===== config.mk =====
export PLATFORM = sky130hd
export DESIGN_NAME = dual_audio_dma
export DESIGN_NICKNAME = d
export VERILOG_FILES = /design/src/rtl/adma_pkg.sv /design/src/rtl/adma_desc.sv /design/src/rtl/adma_arb.sv /design/src/rtl/dual_audio_dma.sv
export SDC_FILE = /design/constraint.sdc
export NUM_CORES = 1
export LEC_CHECK = 0
export BUFFER_PORTS_ARGS = -buffer_cell sky130_fd_sc_hd__buf_2
export CAP_MARGIN = 25
export CORE_MARGIN = 2
export CORE_UTILIZATION = 42
export CTS_CLUSTER_SIZE = 14
export DETAILED_ROUTE_END_ITERATION = 7
export SETUP_SLACK_MARGIN = 0.02
export SLEW_MARGIN = 20
export SYNTH_ARGS = -nofsm -noshare
export SYNTH_HDL_FRONTEND = slang
export SYNTH_HIERARCHICAL = 1
export SYNTH_SLANG_ARGS = --single-unit

===== constraint.sdc =====
create_clock -name clk -period 3.2 [get_ports clk]
set_input_delay 0.64 -clock clk [delete_from_list [all_inputs] [get_ports clk]]
set_output_delay 0.64 -clock clk [all_outputs]
set_load 0.01 [all_outputs]

===== src/rtl/adma_pkg.sv =====
package adma_pkg;
  localparam int NCH      = 2;
  localparam int CH_PLAY  = 0;
  localparam int CH_CAP   = 1;
  // per-channel field offsets inside the status word, channel g starts at g*CH_STRIDE
  localparam int CH_STRIDE = 8;
  localparam int F_EN      = 0;
  localparam int F_ABT     = 1;
  localparam int F_IE      = 2;
  localparam int F_FREE    = 3;
  localparam int F_DRN     = 4;
  localparam int F_EOB     = 5;
  localparam int B_ERR     = 16;
  localparam int B_PEND    = 23;
  localparam int B_RST     = 24;
  localparam int B_PDN     = 25;

  typedef struct packed {
    logic en;
    logic abort;
    logic ie;
  } chan_ctl_t;
endpackage


===== src/rtl/adma_desc.sv =====
module adma_desc #(
  parameter int AW   = 32,
  parameter int CW   = 12,
  parameter int STEP = 4
) (
  input  logic          clk,
  input  logic          rst_n,
  input  logic          soft_clr,
  input  logic          enable,
  input  logic          addr_we,
  input  logic          cnt_we,
  input  logic [AW-1:0] wdata,
  input  logic          beat,
  output logic          run,
  output logic          free,
  output logic          eob,
  output logic [AW-1:0] cur_addr,
  output logic [AW-1:0] nxt_addr,
  output logic [CW-1:0] cur_cnt
);
  logic          run_q, run_d, armed_q, armed_d;
  logic [AW-1:0] cur_addr_q, cur_addr_d, nxt_addr_q, nxt_addr_d;
  logic [CW-1:0] cur_cnt_q, cur_cnt_d, nxt_cnt_q, nxt_cnt_d;
  logic          promote, last;

  assign promote = enable && !run_q && armed_q;
  assign last    = beat && run_q && (cur_cnt_q == CW'(1));

  always_comb begin
    run_d      = run_q;
    armed_d    = armed_q;
    cur_addr_d = cur_addr_q;
    cur_cnt_d  = cur_cnt_q;
    nxt_addr_d = nxt_addr_q;
    nxt_cnt_d  = nxt_cnt_q;
    if (soft_clr) begin
      run_d   = 1'b0;
      armed_d = 1'b0;
    end else begin
      if (!enable) begin
        run_d = 1'b0;
      end else if (promote) begin
        run_d      = 1'b1;
        cur_addr_d = nxt_addr_q;
        cur_cnt_d  = nxt_cnt_q;
        armed_d    = 1'b0;
      end else if (beat && run_q) begin
        cur_addr_d = cur_addr_q + AW'(STEP);
        cur_cnt_d  = cur_cnt_q - CW'(1);
        if (last) run_d = 1'b0;
      end
      if (!armed_q) begin
        if (addr_we) nxt_addr_d = wdata;
        if (cnt_we && (wdata[CW-1:0] != '0)) begin
          nxt_cnt_d = wdata[CW-1:0];
          armed_d   = 1'b1;
        end
      end
    end
  end

  always_ff @(posedge clk or negedge rst_n) begin
    if (!rst_n) begin
      run_q      <= 1'b0;
      armed_q    <= 1'b0;
      cur_addr_q <= '0;
      cur_cnt_q  <= '0;
      nxt_addr_q <= '0;
      nxt_cnt_q  <= '0;
    end else begin
      run_q      <= run_d;
      armed_q    <= armed_d;
      cur_addr_q <= cur_addr_d;
      cur_cnt_q  <= cur_cnt_d;
      nxt_addr_q <= nxt_addr_d;
      nxt_cnt_q  <= nxt_cnt_d;
    end
  end

  assign run      = run_q;
  assign free     = !armed_q;
  assign eob      = last;
  assign cur_addr = cur_addr_q;
  assign nxt_addr = nxt_addr_q;
  assign cur_cnt  = cur_cnt_q;


  ignore_busy_chk: assert property (@(posedge clk) disable iff (!rst_n)
    (armed_q && !soft_clr && !promote && (addr_we || cnt_we)) |=> ($stable(nxt_addr_q) && !free));


  promote_chk: assert property (@(posedge clk) disable iff (!rst_n)
    (promote && !soft_clr) |=> (run && free && (cur_addr == $past(nxt_addr_q))));


  expire_idle_chk: assert property (@(posedge clk) disable iff (!rst_n)
    (eob && !soft_clr) |=> !run);
endmodule


===== src/rtl/adma_arb.sv =====
module adma_arb #(
  parameter  int N  = 2,
  localparam int SW = (N > 1) ? $clog2(N) : 1
) (
  input  logic [N-1:0]  req,
  input  logic          grant_ok,
  output logic [N-1:0]  gnt,
  output logic [SW-1:0] sel,
  output logic          any
);
  always_comb begin
    sel = '0;
    any = 1'b0;
    for (int i = 0; i < N; i++) begin
      if (req[i] && !any) begin
        sel = SW'(i);
        any = 1'b1;
      end
    end
    gnt = '0;
    if (any && grant_ok) gnt[sel] = 1'b1;
  end
endmodule


===== src/rtl/dual_audio_dma.sv =====
module dual_audio_dma
  import adma_pkg::*;
#(
  parameter int AW = 32,
  parameter int CW = 12
) (
  input  logic          clk,
  input  logic          rst_n,
  input  logic          reg_en,
  input  logic          reg_we,
  input  logic [2:0]    reg_addr,
  input  logic [31:0]   reg_wdata,
  output logic [31:0]   reg_rdata,
  output logic          irq,
  output logic          codec_pdn,
  output logic          mem_req,
  output logic          mem_we,
  output logic [AW-1:0] mem_addr,
  output logic [31:0]   mem_wdata,
  input  logic          mem_gnt,
  input  logic [31:0]   mem_rdata,
  input  logic          mem_err,
  output logic          play_valid,
  output logic [31:0]   play_data,
  input  logic          play_ready,
  input  logic          cap_valid,
  input  logic [31:0]   cap_data,
  output logic          cap_ready
);
  localparam int ARB_CAP  = 0;
  localparam int ARB_PLAY = 1;

  chan_ctl_t ctl_q [NCH];
  chan_ctl_t ctl_d [NCH];
  logic [NCH-1:0] eob_q, eob_d;
  logic err_q, err_d, pdn_q, pdn_d, rstp_q, rstp_d;
  logic pbuf_v_q, pbuf_v_d, cbuf_v_q, cbuf_v_d;
  logic [31:0] pbuf_q, pbuf_d, cbuf_q, cbuf_d;

  logic fire, wr, csr_wr, pend;
  logic [NCH-1:0] ch_en, addr_we, cnt_we, beat, run, free, eob, bufv, drn;
  logic [AW-1:0] cur_addr [NCH];
  logic [AW-1:0] nxt_addr [NCH];
  logic [CW-1:0] cur_cnt  [NCH];
  logic p_req, c_req, arb_any;
  logic [1:0] arb_req, arb_gnt;
  logic [0:0] arb_sel;
  logic [31:0] csr;

  // access decode: a posted reset swallows the next access
  assign fire   = reg_en && rstp_q;
  assign wr     = reg_en && reg_we && !rstp_q;
  assign csr_wr = wr && (reg_addr == 3'd0);
  assign addr_we[CH_PLAY] = wr && (reg_addr == 3'd1);
  assign cnt_we[CH_PLAY]  = wr && (reg_addr == 3'd2);
  assign addr_we[CH_CAP]  = wr && (reg_addr == 3'd3);
  assign cnt_we[CH_CAP]   = wr && (reg_addr == 3'd4);

  generate
    for (genvar g = 0; g < NCH; g++) begin : g_ch
      assign ch_en[g] = ctl_q[g].en;
      assign drn[g]   = ctl_q[g].abort && !bufv[g];
      adma_desc #(.AW(AW), .CW(CW), .STEP(4)) u_desc (
        .clk      (clk),
        .rst_n    (rst_n),
        .soft_clr (fire),
        .enable   (ch_en[g]),
        .addr_we  (addr_we[g]),
        .cnt_we   (cnt_we[g]),
        .wdata    (reg_wdata[AW-1:0]),
        .beat     (beat[g]),
        .run      (run[g]),
        .free     (free[g]),
        .eob      (eob[g]),
        .cur_addr (cur_addr[g]),
        .nxt_addr (nxt_addr[g]),
        .cur_cnt  (cur_cnt[g])
      );
    end
  endgenerate

  assign bufv[CH_PLAY] = pbuf_v_q;
  assign bufv[CH_CAP]  = cbuf_v_q;

  // data movement requests
  assign p_req     = run[CH_PLAY] && ctl_q[CH_PLAY].en && !ctl_q[CH_PLAY].abort && !pbuf_v_q;
  assign c_req     = run[CH_CAP] && ctl_q[CH_CAP].en && cbuf_v_q;
  assign cap_ready = run[CH_CAP] && ctl_q[CH_CAP].en && !ctl_q[CH_CAP].abort && !cbuf_v_q;

  assign arb_req[ARB_CAP]  = c_req;
  assign arb_req[ARB_PLAY] = p_req;

  adma_arb #(.N(2)) u_arb (
    .req      (arb_req),
    .grant_ok (mem_gnt),
    .gnt      (arb_gnt),
    .sel      (arb_sel),
    .any      (arb_any)
  );

  assign beat[CH_PLAY] = arb_gnt[ARB_PLAY];
  assign beat[CH_CAP]  = arb_gnt[ARB_CAP];
  assign mem_req   = arb_any;
  assign mem_we    = arb_any && (arb_sel == 1'(ARB_CAP));
  assign mem_addr  = (arb_sel == 1'(ARB_CAP)) ? cur_addr[CH_CAP] : cur_addr[CH_PLAY];
  assign mem_wdata = cbuf_q;

  // holding registers, next state
  always_comb begin
    pbuf_v_d = pbuf_v_q;
    pbuf_d   = pbuf_q;
    if (fire || !ctl_q[CH_PLAY].en) begin
      pbuf_v_d = 1'b0;
    end else if (beat[CH_PLAY]) begin
      pbuf_v_d = 1'b1;
      pbuf_d   = mem_rdata;
    end else if (pbuf_v_q && play_ready) begin
      pbuf_v_d = 1'b0;
    end
    cbuf_v_d = cbuf_v_q;
    cbuf_d   = cbuf_q;
    if (fire || !ctl_q[CH_CAP].en) begin
      cbuf_v_d = 1'b0;
    end else if (cap_valid && cap_ready) begin
      cbuf_v_d = 1'b1;
      cbuf_d   = cap_data;
    end else if (beat[CH_CAP]) begin
      cbuf_v_d = 1'b0;
    end
  end

  // control/status, next state
  always_comb begin
    ctl_d  = ctl_q;
    eob_d  = eob_q;
    err_d  = err_q;
    pdn_d  = pdn_q;
    rstp_d = rstp_q;
    if (fire) begin
      for (int g = 0; g < NCH; g++) ctl_d[g] = '0;
      eob_d  = '0;
      err_d  = 1'b0;
      pdn_d  = 1'b0;
      rstp_d = 1'b0;
    end else begin
      if (csr_wr) begin
        for (int g = 0; g < NCH; g++) begin
          ctl_d[g].en    = reg_wdata[g*CH_STRIDE + F_EN];
          ctl_d[g].abort = reg_wdata[g*CH_STRIDE + F_ABT];
          ctl_d[g].ie    = reg_wdata[g*CH_STRIDE + F_IE];
          eob_d[g]       = eob_q[g] & ~reg_wdata[g*CH_STRIDE + F_EOB];
        end
        err_d  = err_q & ~reg_wdata[B_ERR];
        pdn_d  = reg_wdata[B_PDN];
        rstp_d = reg_wdata[B_RST];
      end
      for (int g = 0; g < NCH; g++) begin
        if (eob[g] && ctl_q[g].ie) eob_d[g] = 1'b1;
      end
      if (mem_req && mem_gnt && mem_err) err_d = 1'b1;
    end
  end

  always_ff @(posedge clk or negedge rst_n) begin
    if (!rst_n) begin
      for (int g = 0; g < NCH; g++) ctl_q[g] <= '0;
      eob_q    <= '0;
      err_q    <= 1'b0;
      pdn_q    <= 1'b0;
      rstp_q   <= 1'b0;
      pbuf_v_q <= 1'b0;
      pbuf_q   <= '0;
      cbuf_v_q <= 1'b0;
      cbuf_q   <= '0;
    end else begin
      ctl_q    <= ctl_d;
      eob_q    <= eob_d;
      err_q    <= err_d;
      pdn_q    <= pdn_d;
      rstp_q   <= rstp_d;
      pbuf_v_q <= pbuf_v_d;
      pbuf_q   <= pbuf_d;
      cbuf_v_q <= cbuf_v_d;
      cbuf_q   <= cbuf_d;
    end
  end

  assign pend = (eob_q[CH_PLAY] && ctl_q[CH_PLAY].ie) ||
                (eob_q[CH_CAP] && ctl_q[CH_CAP].ie) || err_q;

  always_comb begin
    csr = '0;
    for (int g = 0; g < NCH; g++) begin
      csr[g*CH_STRIDE + F_EN]   = ctl_q[g].en;
      csr[g*CH_STRIDE + F_ABT]  = ctl_q[g].abort;
      csr[g*CH_STRIDE + F_IE]   = ctl_q[g].ie;
      csr[g*CH_STRIDE + F_FREE] = free[g];
      csr[g*CH_STRIDE + F_DRN]  = drn[g];
      csr[g*CH_STRIDE + F_EOB]  = eob_q[g];
    end
    csr[B_ERR]  = err_q;
    csr[B_PEND] = pend;
    csr[B_RST]  = rstp_q;
    csr[B_PDN]  = pdn_q;
  end

  always_comb begin
    case (reg_addr)
      3'd0:    reg_rdata = csr;
      3'd1:    reg_rdata = 32'(nxt_addr[CH_PLAY]);
      3'd2:    reg_rdata = 32'(cur_cnt[CH_PLAY]);
      3'd3:    reg_rdata = 32'(nxt_addr[CH_CAP]);
      3'd4:    reg_rdata = 32'(cur_cnt[CH_CAP]);
      3'd5:    reg_rdata = 32'(cur_addr[CH_PLAY]);
      3'd6:    reg_rdata = 32'(cur_addr[CH_CAP]);
      default: reg_rdata = '0;
    endcase
  end

  assign irq        = pend;
  assign codec_pdn  = pdn_q;
  assign play_valid = pbuf_v_q;
  assign play_data  = pbuf_q;


  arb_onehot_chk: assert property (@(posedge clk) disable iff (!rst_n)
    $onehot0(arb_gnt));


  cap_first_chk: assert property (@(posedge clk) disable iff (!rst_n)
    (c_req && mem_gnt) |-> (arb_gnt[ARB_CAP] && !arb_gnt[ARB_PLAY]));


  abort_quiet_chk: assert property (@(posedge clk) disable iff (!rst_n)
    ctl_q[CH_PLAY].abort |-> !(mem_req && !mem_we));


  reset_apply_chk: assert property (@(posedge clk) disable iff (!rst_n)
    (rstp_q && reg_en) |=> (!ctl_q[CH_PLAY].en && !ctl_q[CH_CAP].en && !codec_pdn && (&free)));
endmodule


==> results.toml, run 1 <==
[global_route]
antenna_found_initial = 0
grt_pass1_wl_mm = 72.7
busiest_layer = "met2"
grt.overflow.total = 0
grt_max_degree = 82
met3_usage_pct = 4.46
use_met1_pct = 38.2
gr-usage-met2_pct = 41.8
grtUsageTotal_pct = 26.8
grt_pass1_vias = 11767

[finish]
multi_input_area_um2 = 7120
nNetsFinal = 1664
drive_above_1_share_pct = 38.3
diodes = 0
register_area_um2 = 6430
nFillCells = 3008
area_delta_synth_final_pct = 20.6

[run_status]
status = "completed"

[cts]
postCtsSetupBuffers = 0
cts.htree.levels = 1
clock_tree.root_cell = "clkbuf_16"
clock_latency_ns = 0.58
cts_buffer_depth = 3
cts_hold_buf = 0
tritoncts = "built"
clk_pin_slew_ns = 0.06
clock_sinks = 257
numCtsBuffers = 30

[drt]
drtAntennaViolNets = 0
avgViaCountPerCell = 6.00
route.detailed.drc = 0
dr.first_iter.drc_count = 1091
dr.pass1.iters = 8
wl_per_cell_um = 23.7
vias = 12078
routed_wl_mm = 47.7

[power]
clockPowerShare_pct = 27.0
total_power_mw = 12.6
cellLeakagePower_nw = 7.83
power.density_nw_per_um2 = 745
p_comb_share_pct = 28.4
p_sw_mw = 4.62
sw_frac_of_total_pct = 36.8
power.internal_mw = 7.94
p_seq_share_pct = 44.6
ir_worst_vdd_v = 0.000462

[logic_synthesis]
synth_fa_ha_area_share_pct = 0.537
synth_flop_cell = "dfrtp_1"
ys_ff_latch = 257
syn-num-nets = 1416
synth-edff-count = 0
synth_top_area_share_pct = 46.0
syn_inst = 1303
yosys.area.top_type = "dfrtp_1"
synth_async_sr_flop_share_pct = 100
yosysWarnings = 6
syn-cell-area_um2 = 14000
synth.distinct_cells = 77
postSynthAreaPerCell_um2 = 10.7
synth_compound_area_share_pct = 15.2
synth_seq_area_share_pct = 46.0
synthXorXnorAreaFrac_pct = 0
yosys.area_share.simple_pct = 15.2
netlist_top_cells_area = "dfrtp_1 46%, mux2_2 14%, mux2_4 3.2%, a21oi_1 3.0%, nand2_1 2.6%"
synthMuxAreaShare_pct = 19.6
synth_top_family_by_area = "multiplexers"

[critical_path]
r2r_start = "ch_en[0]$_DFFE_PN0P_"
crit_fanout = 33
crit_chain = "nand2_1 -> nor3_2 -> nor2b_4 -> buf_12 -> mux2_2 -> buf_2"
critical_path.endpoint_type = "primary output"
reg2reg_slack_ns = 0.65
critical_path_required_ns = 2.56
worst-path-buf-inv = 2
critical_path_class = "reg2out"
timing.critical_path.slowest_cell_delay_ns = 0.51
cp_slowest_cell = "dfrtp_1"
cp-start-kind = "register"
path_delay_family = "simple AND/OR/NAND/NOR gates"
worst-r2r-cell-count = 8
crit_arrival_ns = 2.48
crit-reg2reg-capture = "g_ch[0].u_desc/cur_addr[24]$_DFFE_PN0P_"

[timing]
hold_violations = 0
setup_violations = 0
finalCriticalPeriod_ns = 3.12
timing.setup.tns_ns = 0
skew_ns = 0.0244
tightest_slew_ns = 0.734
slew_headroom_pct = 50.7
rsz0062_at_grt = "no"
setup_slack_ns = 0.0841
maxSlewViolCount = 0
post-route-period-util_pct = 97.4
clock.fmax_mhz = 321

[die]
coreArea_um2 = 32600
start_util_pct = 42.9
die_w_um = 186
ios = 241
die_h_um = 186
dieArea_um2 = 34800
placement_rows = 66

[place]
place_congestion = 0.967
place_ws_ns = 0.263
hpwl_mm = 34.5
port_buffers = 240

[min_path]
min_path_type = "in2async"

[run]
cap_violations = 0
-- synth_stat cells, drive strengths merged, types with 3 or more instances --
cell type  instances
o32ai              6
a211oi             6
a22o              15
mux4               3
a222oi             5
a221oi            15
mux2             210
dfrtp            257
or4                4
o21a               8
a31oi             14
ha                 6
nand2             99
a311oi             7
a22oi             11
nand4             23
a2bb2oi           16
nor2              80
nor3b              8
mux2i             20
nand2b             4
a21oi             85
o21ai             73
and2              10
buf               43
nor4bb             3
a21o               3
a221o              4
o2bb2ai           15
or3                8
o22a               4
nor3              27
or2                5
and4              10
inv               17
o22ai             18
clkbuf            38
and4bb             3
nand3             57
and3              16
nor4              16
nor2b              9
-- area by class of cell --
cell class                 instances  share of cell area, %
tap                              442                   3.28
multi-input combinational        948                   42.3
sequential                       257                   38.2
clock buffer                      46                   5.34
clock inverter                     6                  0.408
inverter                          17                  0.379
timing repair buffer             297                   10.2
-- layout by cell type (no fill, tap or decap), drive strengths merged, types with 11 or more instances in the layout --
| cell | netlist | routed |
|---|---|---|
| clkbuf | 38 | 46 |
| nor4 | 16 | 16 |
| o21ai | 73 | 73 |
| nor2 | 80 | 80 |
| nand2 | 99 | 99 |
| a22o | 15 | 15 |
| o22ai | 18 | 18 |
| a21oi | 85 | 85 |
| nand4 | 23 | 23 |
| mux2i | 20 | 20 |
| mux2 | 210 | 210 |
| nor3 | 27 | 27 |
| a31oi | 14 | 14 |
| dfrtp | 257 | 257 |
| a22oi | 11 | 11 |
| nand3 | 57 | 57 |
| buf | 43 | 297 |
| a2bb2oi | 16 | 16 |
| and3 | 16 | 16 |
| o2bb2ai | 15 | 15 |
| inv | 17 | 17 |
| a221oi | 15 | 15 |
-- repair_timing --
action | CTS | global route
pin swaps | 0 | 0
endpoints found under the setup margin | 28 | 2
resized for setup | 1 | 1
-- power groups by stage --
stage | sequential [mW] | combinational, mW | clock, mW
after global routing | 5.73 | 3.90 | 3.59
after floorplan | 5.07 | 2.39 | 0
after CTS | 5.57 | 3.54 | 3.45
after global placement | 5.62 | 3.45 | 0
after detailed placement | 5.62 | 3.52 | 0
final | 5.61 | 3.56 | 3.39
-- through the flow --
stage	instance area [µm²]	instances	hold slack, ns	utilization [%]
detailed placement	15900	1961	0.480	48.7
floorplan	14000	1303	0.344	-
global placement	15900	1961	0.475	48.7
global route	16900	2013	0.128	51.7
finish	16900	2013	0.0530	51.7
CTS	16900	2013	0.0889	51.7
-- registers in the layout, indices dropped and copies added (netlist names) --
| register | flops |
|---|---|
| eob_q | 2 |
| play_valid | 1 |
| g_ch.u_desc/cur_cnt | 24 |
| g_ch.u_desc/run | 2 |
| g_ch.u_desc/cur_addr | 64 |
| ch_en | 2 |
| codec_pdn | 1 |
| mem_wdata | 32 |
| cbuf_v_q | 1 |
| g_ch.u_desc/nxt_addr | 64 |
| csr | 4 |
| g_ch.u_desc/nxt_cnt_q | 24 |
| err_q | 1 |
| play_data | 32 |
| g_ch.u_desc/armed_q | 2 |
| rstp_q | 1 |
-- layer usage --
layer / up-vias / share of wire, %
met1: 6021 / 43
met2: 585 / 46
met3: 79 / 8.1
met4: 0 / 3.0
li1: 5393 / -
met5: - / 0
-- cells by family (layout without fill, tap and decap cells) --
kind of cell    Yosys count  after routing
compound gates          321            321
fa+ha+maj                 6              6
flops                   257            257
simple gates            388            388
mux                     233            233
buf+inv                  98            366
-- worst register-to-register path, delay by kind of cell (launching register included) --
kind / cells / cell delay [ns]
AOI/OAI and AO/OA: 3 / 0.61
and+or+nand+nor: 5 / 1.28
DFF: 1 / 0.51
-- worst max-delay path by stage --
stage | start | to | slack (ns) | cells past startpoint
6_report | ch_en[0]$_DFFE_PN0P_ | mem_addr[8] | 0.08 | 6
5_1_grt | ch_en[0]$_DFFE_PN0P_ | mem_addr[23] | 0.04 | 6
4_1_cts | g_ch[0].u_desc/run$_DFFE_PN0P_ | mem_addr[8] | 0.11 | 6
3_5_place_dp | reg_addr[2] | reg_rdata[6] | 0.26 | 6
3_3_place_gp | reg_addr[2] | reg_rdata[5] | 0.34 | 6
2_1_floorplan | reg_addr[1] | g_ch[1].u_desc/nxt_cnt_q[10]$_DFFE_PN0P_ | 0.70 | 7
(Power assumes the default switching activity.)
==> inputs of run 2 (changes only) <==
- BUFFER_PORTS_ARGS: -buffer_cell sky130_fd_sc_hd__buf_2 -> -buffer_cell sky130_fd_sc_hd__buf_4
==> run 2 against run 1 <==
Clock skew shrank 0.010 ns. Combinational power grew 6.5%. Hold slack lost 0.012 ns. Power grew 2.0%. Via count grew 1.0%. Core utilization grew 1.8 points. Worst setup slack gained 0.047 ns. Critical endpoint is now mem_addr[5].
==> results.toml, run 2 (same netlist as run 1, synthesis figures left out) <==
[global_route]
antenna_found_initial = 0
gr-usage-met2_pct = 42.7
use_met1_pct = 37.8
grt_pass1_vias = 11931
grtUsageTotal_pct = 27.1
grt_max_degree = 66
met3_usage_pct = 4.97
busiest_layer = "met2"
grt.overflow.total = 0
grt_pass1_wl_mm = 73.6

[power]
p_seq_share_pct = 43.7
power.internal_mw = 8.16
clockPowerShare_pct = 26.8
sw_frac_of_total_pct = 36.3
ir_worst_vdd_v = 0.000427
cellLeakagePower_nw = 7.94
power.density_nw_per_um2 = 735
p_sw_mw = 4.66
p_comb_share_pct = 29.5

[run]
cap_violations = 0

[place]
place_congestion = 0.960
port_buffers = 240
postPlaceCellArea_um2 = 16400
hpwl_mm = 34.7

[critical_path]
timing.critical_path.slowest_cell_delay_ns = 0.46
crit_start = "g_ch[0].u_desc/run$_DFFE_PN0P_"
critical_path_required_ns = 2.56
cp_slowest_cell = "dfrtp_2"
crit_arrival_ns = 2.43
crit_chain = "nand2_1 -> nor3_2 -> nor2b_4 -> buf_12 -> mux2_2 -> buf_4"
worst-path-buf-inv = 2
critical_path_class = "reg2out"
cp-start-kind = "register"
crit-reg2reg-capture = "g_ch[0].u_desc/cur_addr[24]$_DFFE_PN0P_"
path_delay_family = "simple AND/OR/NAND/NOR gates"
r2r_start = "g_ch[0].u_desc/run$_DFFE_PN0P_"
crit_fanout = 33
worst-r2r-cell-count = 8
critical_path.endpoint_type = "primary output"
reg2reg_slack_ns = 0.68

[drt]
avgViaCountPerCell = 6.06
dr.first_iter.drc_count = 1265
drtAntennaViolNets = 0
vias = 12200
route.detailed.drc = 0
routed_wl_mm = 48.1
wl_per_cell_um = 23.9
dr.pass1.iters = 6

[cts]
cts_hold_buf = 0
postCtsSetupBuffers = 0
numCtsBuffers = 30
clock_sinks = 257
tritoncts = "built"
cts_buffer_depth = 3
clock_tree.root_cell = "clkbuf_16"
clk_pin_slew_ns = 0.06
clock_latency_ns = 0.56
cts.htree.levels = 1

[finish]
drive_above_1_share_pct = 38.7
postLayoutCoreUtil_pct = 53.5
final_common_cell = "buf_4"
diodes = 0
fin_area_um2 = 17400
nFillCells = 2935
area_delta_synth_final_pct = 24.7
nNetsFinal = 1661
mostFrequentLayoutCells = "288 x buf_4, 256 x dfrtp_1, 180 x mux2_2"

[timing]
rsz0062_at_grt = "no"
finalCriticalPeriod_ns = 3.07
clock.fmax_mhz = 326
slew_headroom_pct = 47.9
tightest_slew_ns = 0.776
setup_violations = 0
timing.setup.tns_ns = 0
post-route-period-util_pct = 95.9
hold_slack_ns = 0.0408
skew_ns = 0.0141
maxSlewViolCount = 0
hold_violations = 0

[die]
ios = 241
placement_rows = 66
die_h_um = 186
start_util_pct = 42.9
coreArea_um2 = 32600
dieArea_um2 = 34800
die_w_um = 186

[run_status]
status = "completed"

[min_path]
min_path_type = "in2async"
==> run 2: changes by cell type in the layout (fill, tap and decap cells not counted), sizes merged <==
cell / previous run / this run
clkinv: 4 / 13
bufinv: 1 / 2
clkinvlp: 1 / 2
buf: 297 / 294
clkbuf: 46 / 37
==> run 2: worst max path at each step <==
| stage | endpoint | slack (ns) | depth (start not counted) |
|---|---|---|---|
| after global routing | mem_addr[25] | 0.07 | 6 |
| after detailed placement | reg_rdata[9] | 0.02 | 6 |
| after CTS | reg_rdata[9] | 0.02 | 6 |
| after global placement | reg_rdata[9] | 0.05 | 6 |
| after floorplan | g_ch[1].u_desc/nxt_cnt_q[10]$_DFFE_PN0P_ | 0.70 | 7 |
| final | mem_addr[5] | 0.13 | 6 |
==> run 2: worst reg2reg max path, cell delays in order (launching register included) <==
cell and delay [ns]:
dfrtp_2 0.46, nand2_1 0.10, nor3_2 0.26, and3b_1 0.29, nand2_1 0.13, a21o_1 0.40, or3_2 0.50, o21ai_0 0.18
a211oi_2 0.08
==> run 2: per-stage QoR <==
stage	power [mW]	worst slack, ns	instances
final	12.8	0.131	2012
after floorplan	7.46	0.697	1303
after global placement	9.27	0.0536	1956
after CTS	12.8	0.0213	2011
after detailed placement	9.36	0.0165	1957
after global routing	13.5	0.0656	2012
==> run 2: area by class of cell <==
type,instances,area (µm²),area share (%)
flip-flops and latches,257,6430,36.9
inverters,17,63.8,0.366
clock buffers,37,848,4.87
repair buffers,294,2280,13.1
well taps,442,553,3.17
clock inverters,17,140,0.804
multi-input cells,948,7120,40.8
==> run 2: what timing repair did <==
item / CTS / global route
endpoints found under the setup margin: 32 / 32
cloned: 0 / 0
gates resized for setup: 1 / 1
pin swaps: 0 / 0
==> run 2: power groups by stage <==
stage,Sequential (mW),Clock (mW),Combinational [mW]
after floorplan,5.07,0,2.39
after global placement,5.59,0,3.68
after detailed placement,5.62,0,3.75
after CTS,5.57,3.50,3.77
after global routing,5.71,3.63,4.12
final,5.60,3.43,3.79
==> run 2: per-layer routing <==
metal	vias up	wire length [µm]	part of all wire, %
li1	5402	-	-
met4	0	1690	3.5
met1	6080	20400	42
met3	100	4070	8.5
met2	618	22000	46
met5	-	0	0
==> inputs of run 3 (changes only) <==
- CORE_UTILIZATION: 42 -> 57
- PLACE_DENSITY: unset -> 0.81
==> run 3 against run 2 <==
Combinational power hardly changed. Die area is 26% lower. Cell area is 1.6% lower. Via count is 3.2% higher. Clock-buffer cell count is 1 higher. Sequential power hardly changed. Routed wire length is 4.6% lower. Critical endpoint is now mem_addr[7].
==> results.toml, run 3 (same netlist as run 1, synthesis figures left out) <==
[finish]
multi_input_area_um2 = 7110
area_delta_synth_final_pct = 22.7
register_area_um2 = 6430
drive_above_1_share_pct = 37.9
layout.cells.non_filler = 1885
nFillCells = 1780
mostFrequentLayoutCells = "282 x buf_4, 257 x dfrtp_1, 180 x mux2_2"
final_common_cell = "buf_4"
nNetsFinal = 1652
diodes = 0
fin_area_um2 = 17200
postLayoutCoreUtil_pct = 71.0

[critical_path]
cp-start-kind = "register"
reg2reg_slack_ns = 0.54
crit_arrival_ns = 2.42
timing.critical_path.slowest_cell_delay_ns = 0.47
path_delay_family = "simple AND/OR/NAND/NOR gates"
worst-r2r-cell-count = 8
r2r_start = "g_ch[1].u_desc/run$_DFFE_PN0P_"
worst-path-buf-inv = 2
crit-reg2reg-capture = "g_ch[0].u_desc/cur_addr[2]$_DFFE_PN0P_"
crit_start = "ch_en[0]$_DFFE_PN0P_"
critical_path.endpoint_type = "primary output"
crit_chain = "nand2_1 -> nor3_1 -> nor2b_4 -> buf_12 -> mux2_2 -> buf_4"
cp_slowest_cell = "dfrtp_1"
critical_path_class = "reg2out"
crit_fanout = 33
critical_path_required_ns = 2.56

[die]
ios = 241
dieArea_um2 = 25800
die_h_um = 161
start_util_pct = 57.8
die_w_um = 161
placement_rows = 57
coreArea_um2 = 24200

[global_route]
grt_pass1_vias = 12210
grt.overflow.total = 0
grtUsageTotal_pct = 34.8
antenna_found_initial = 0
grt_max_degree = 73
grt_pass1_wl_mm = 70.2

[place]
hpwl_mm = 32.6
post-place-cells = 1833
postPlaceCellArea_um2 = 16200
port_buffers = 240
place_ws_ns = 0.378
place_congestion = 0.995

[cts]
cts_buffer_depth = 3
numCtsBuffers = 28
clock_tree.root_cell = "clkbuf_16"
cts.htree.levels = 1
clock_latency_ns = 0.55
clock_sinks = 257
postCtsSetupBuffers = 0
clk_pin_slew_ns = 0.06
cts_resized = 0
tritoncts = "built"
cts_hold_buf = 0

[timing]
hold_violations = 0
setup_violations = 0
timing.setup.tns_ns = 0
hold_slack_ns = 0.0682
rsz0062_at_grt = "no"
finalCriticalPeriod_ns = 3.06
post-route-period-util_pct = 95.8
slew_headroom_pct = 48.0
setup_slack_ns = 0.136
skew_ns = 0.0119
maxSlewViolCount = 0
clock.fmax_mhz = 326
tightest_slew_ns = 0.774

[power]
power.density_nw_per_um2 = 738
ir_worst_vdd_v = 0.000559
cellLeakagePower_nw = 7.86
total_power_mw = 12.7

[run_status]
status = "completed"

[drt]
route.detailed.drc = 0
routed_wl_mm = 45.9
drtAntennaViolNets = 0
dr.pass1.iters = 5
dr.first_iter.drc_count = 1470
wl_per_cell_um = 24.3
vias = 12591
avgViaCountPerCell = 6.68

[run]
cap_violations = 0

[min_path]
min_path_type = "in2async"
run 3: final cells by class:
class / count / area share [%]
tap: 324 / 2.36
clock buffer: 38 / 4.66
timing repair buffer: 287 / 12.9
clock inverter: 14 / 0.780
sequential: 257 / 37.5
inverter: 17 / 0.372
multi-input combinational: 948 / 41.4
run 3: where the power goes:
group	switching [mW]	internal (mW)
clock network	1.36	1.91
registers	1.34	4.23
logic	1.91	1.91
run 3: worst max path at each step:
stage,end,slack [ns],cells after the start
2_1_floorplan,g_ch[1].u_desc/nxt_cnt_q[10]$_DFFE_PN0P_,0.70,7
3_3_place_gp,reg_rdata[9],0.41,6
3_5_place_dp,reg_rdata[11],0.38,6
4_1_cts,mem_addr[7],0.20,6
5_1_grt,mem_addr[7],0.14,6
6_report,mem_addr[7],0.14,6
run 3: routing by layer:
metal  GRT usage [%]  routed length [µm]  vias up
met5               0                   0        -
met4            17.5                2500        0
met3            5.81                4740      175
met2            55.4               21400      871
met1            46.3               17200     6164
li1                -                   -     5381
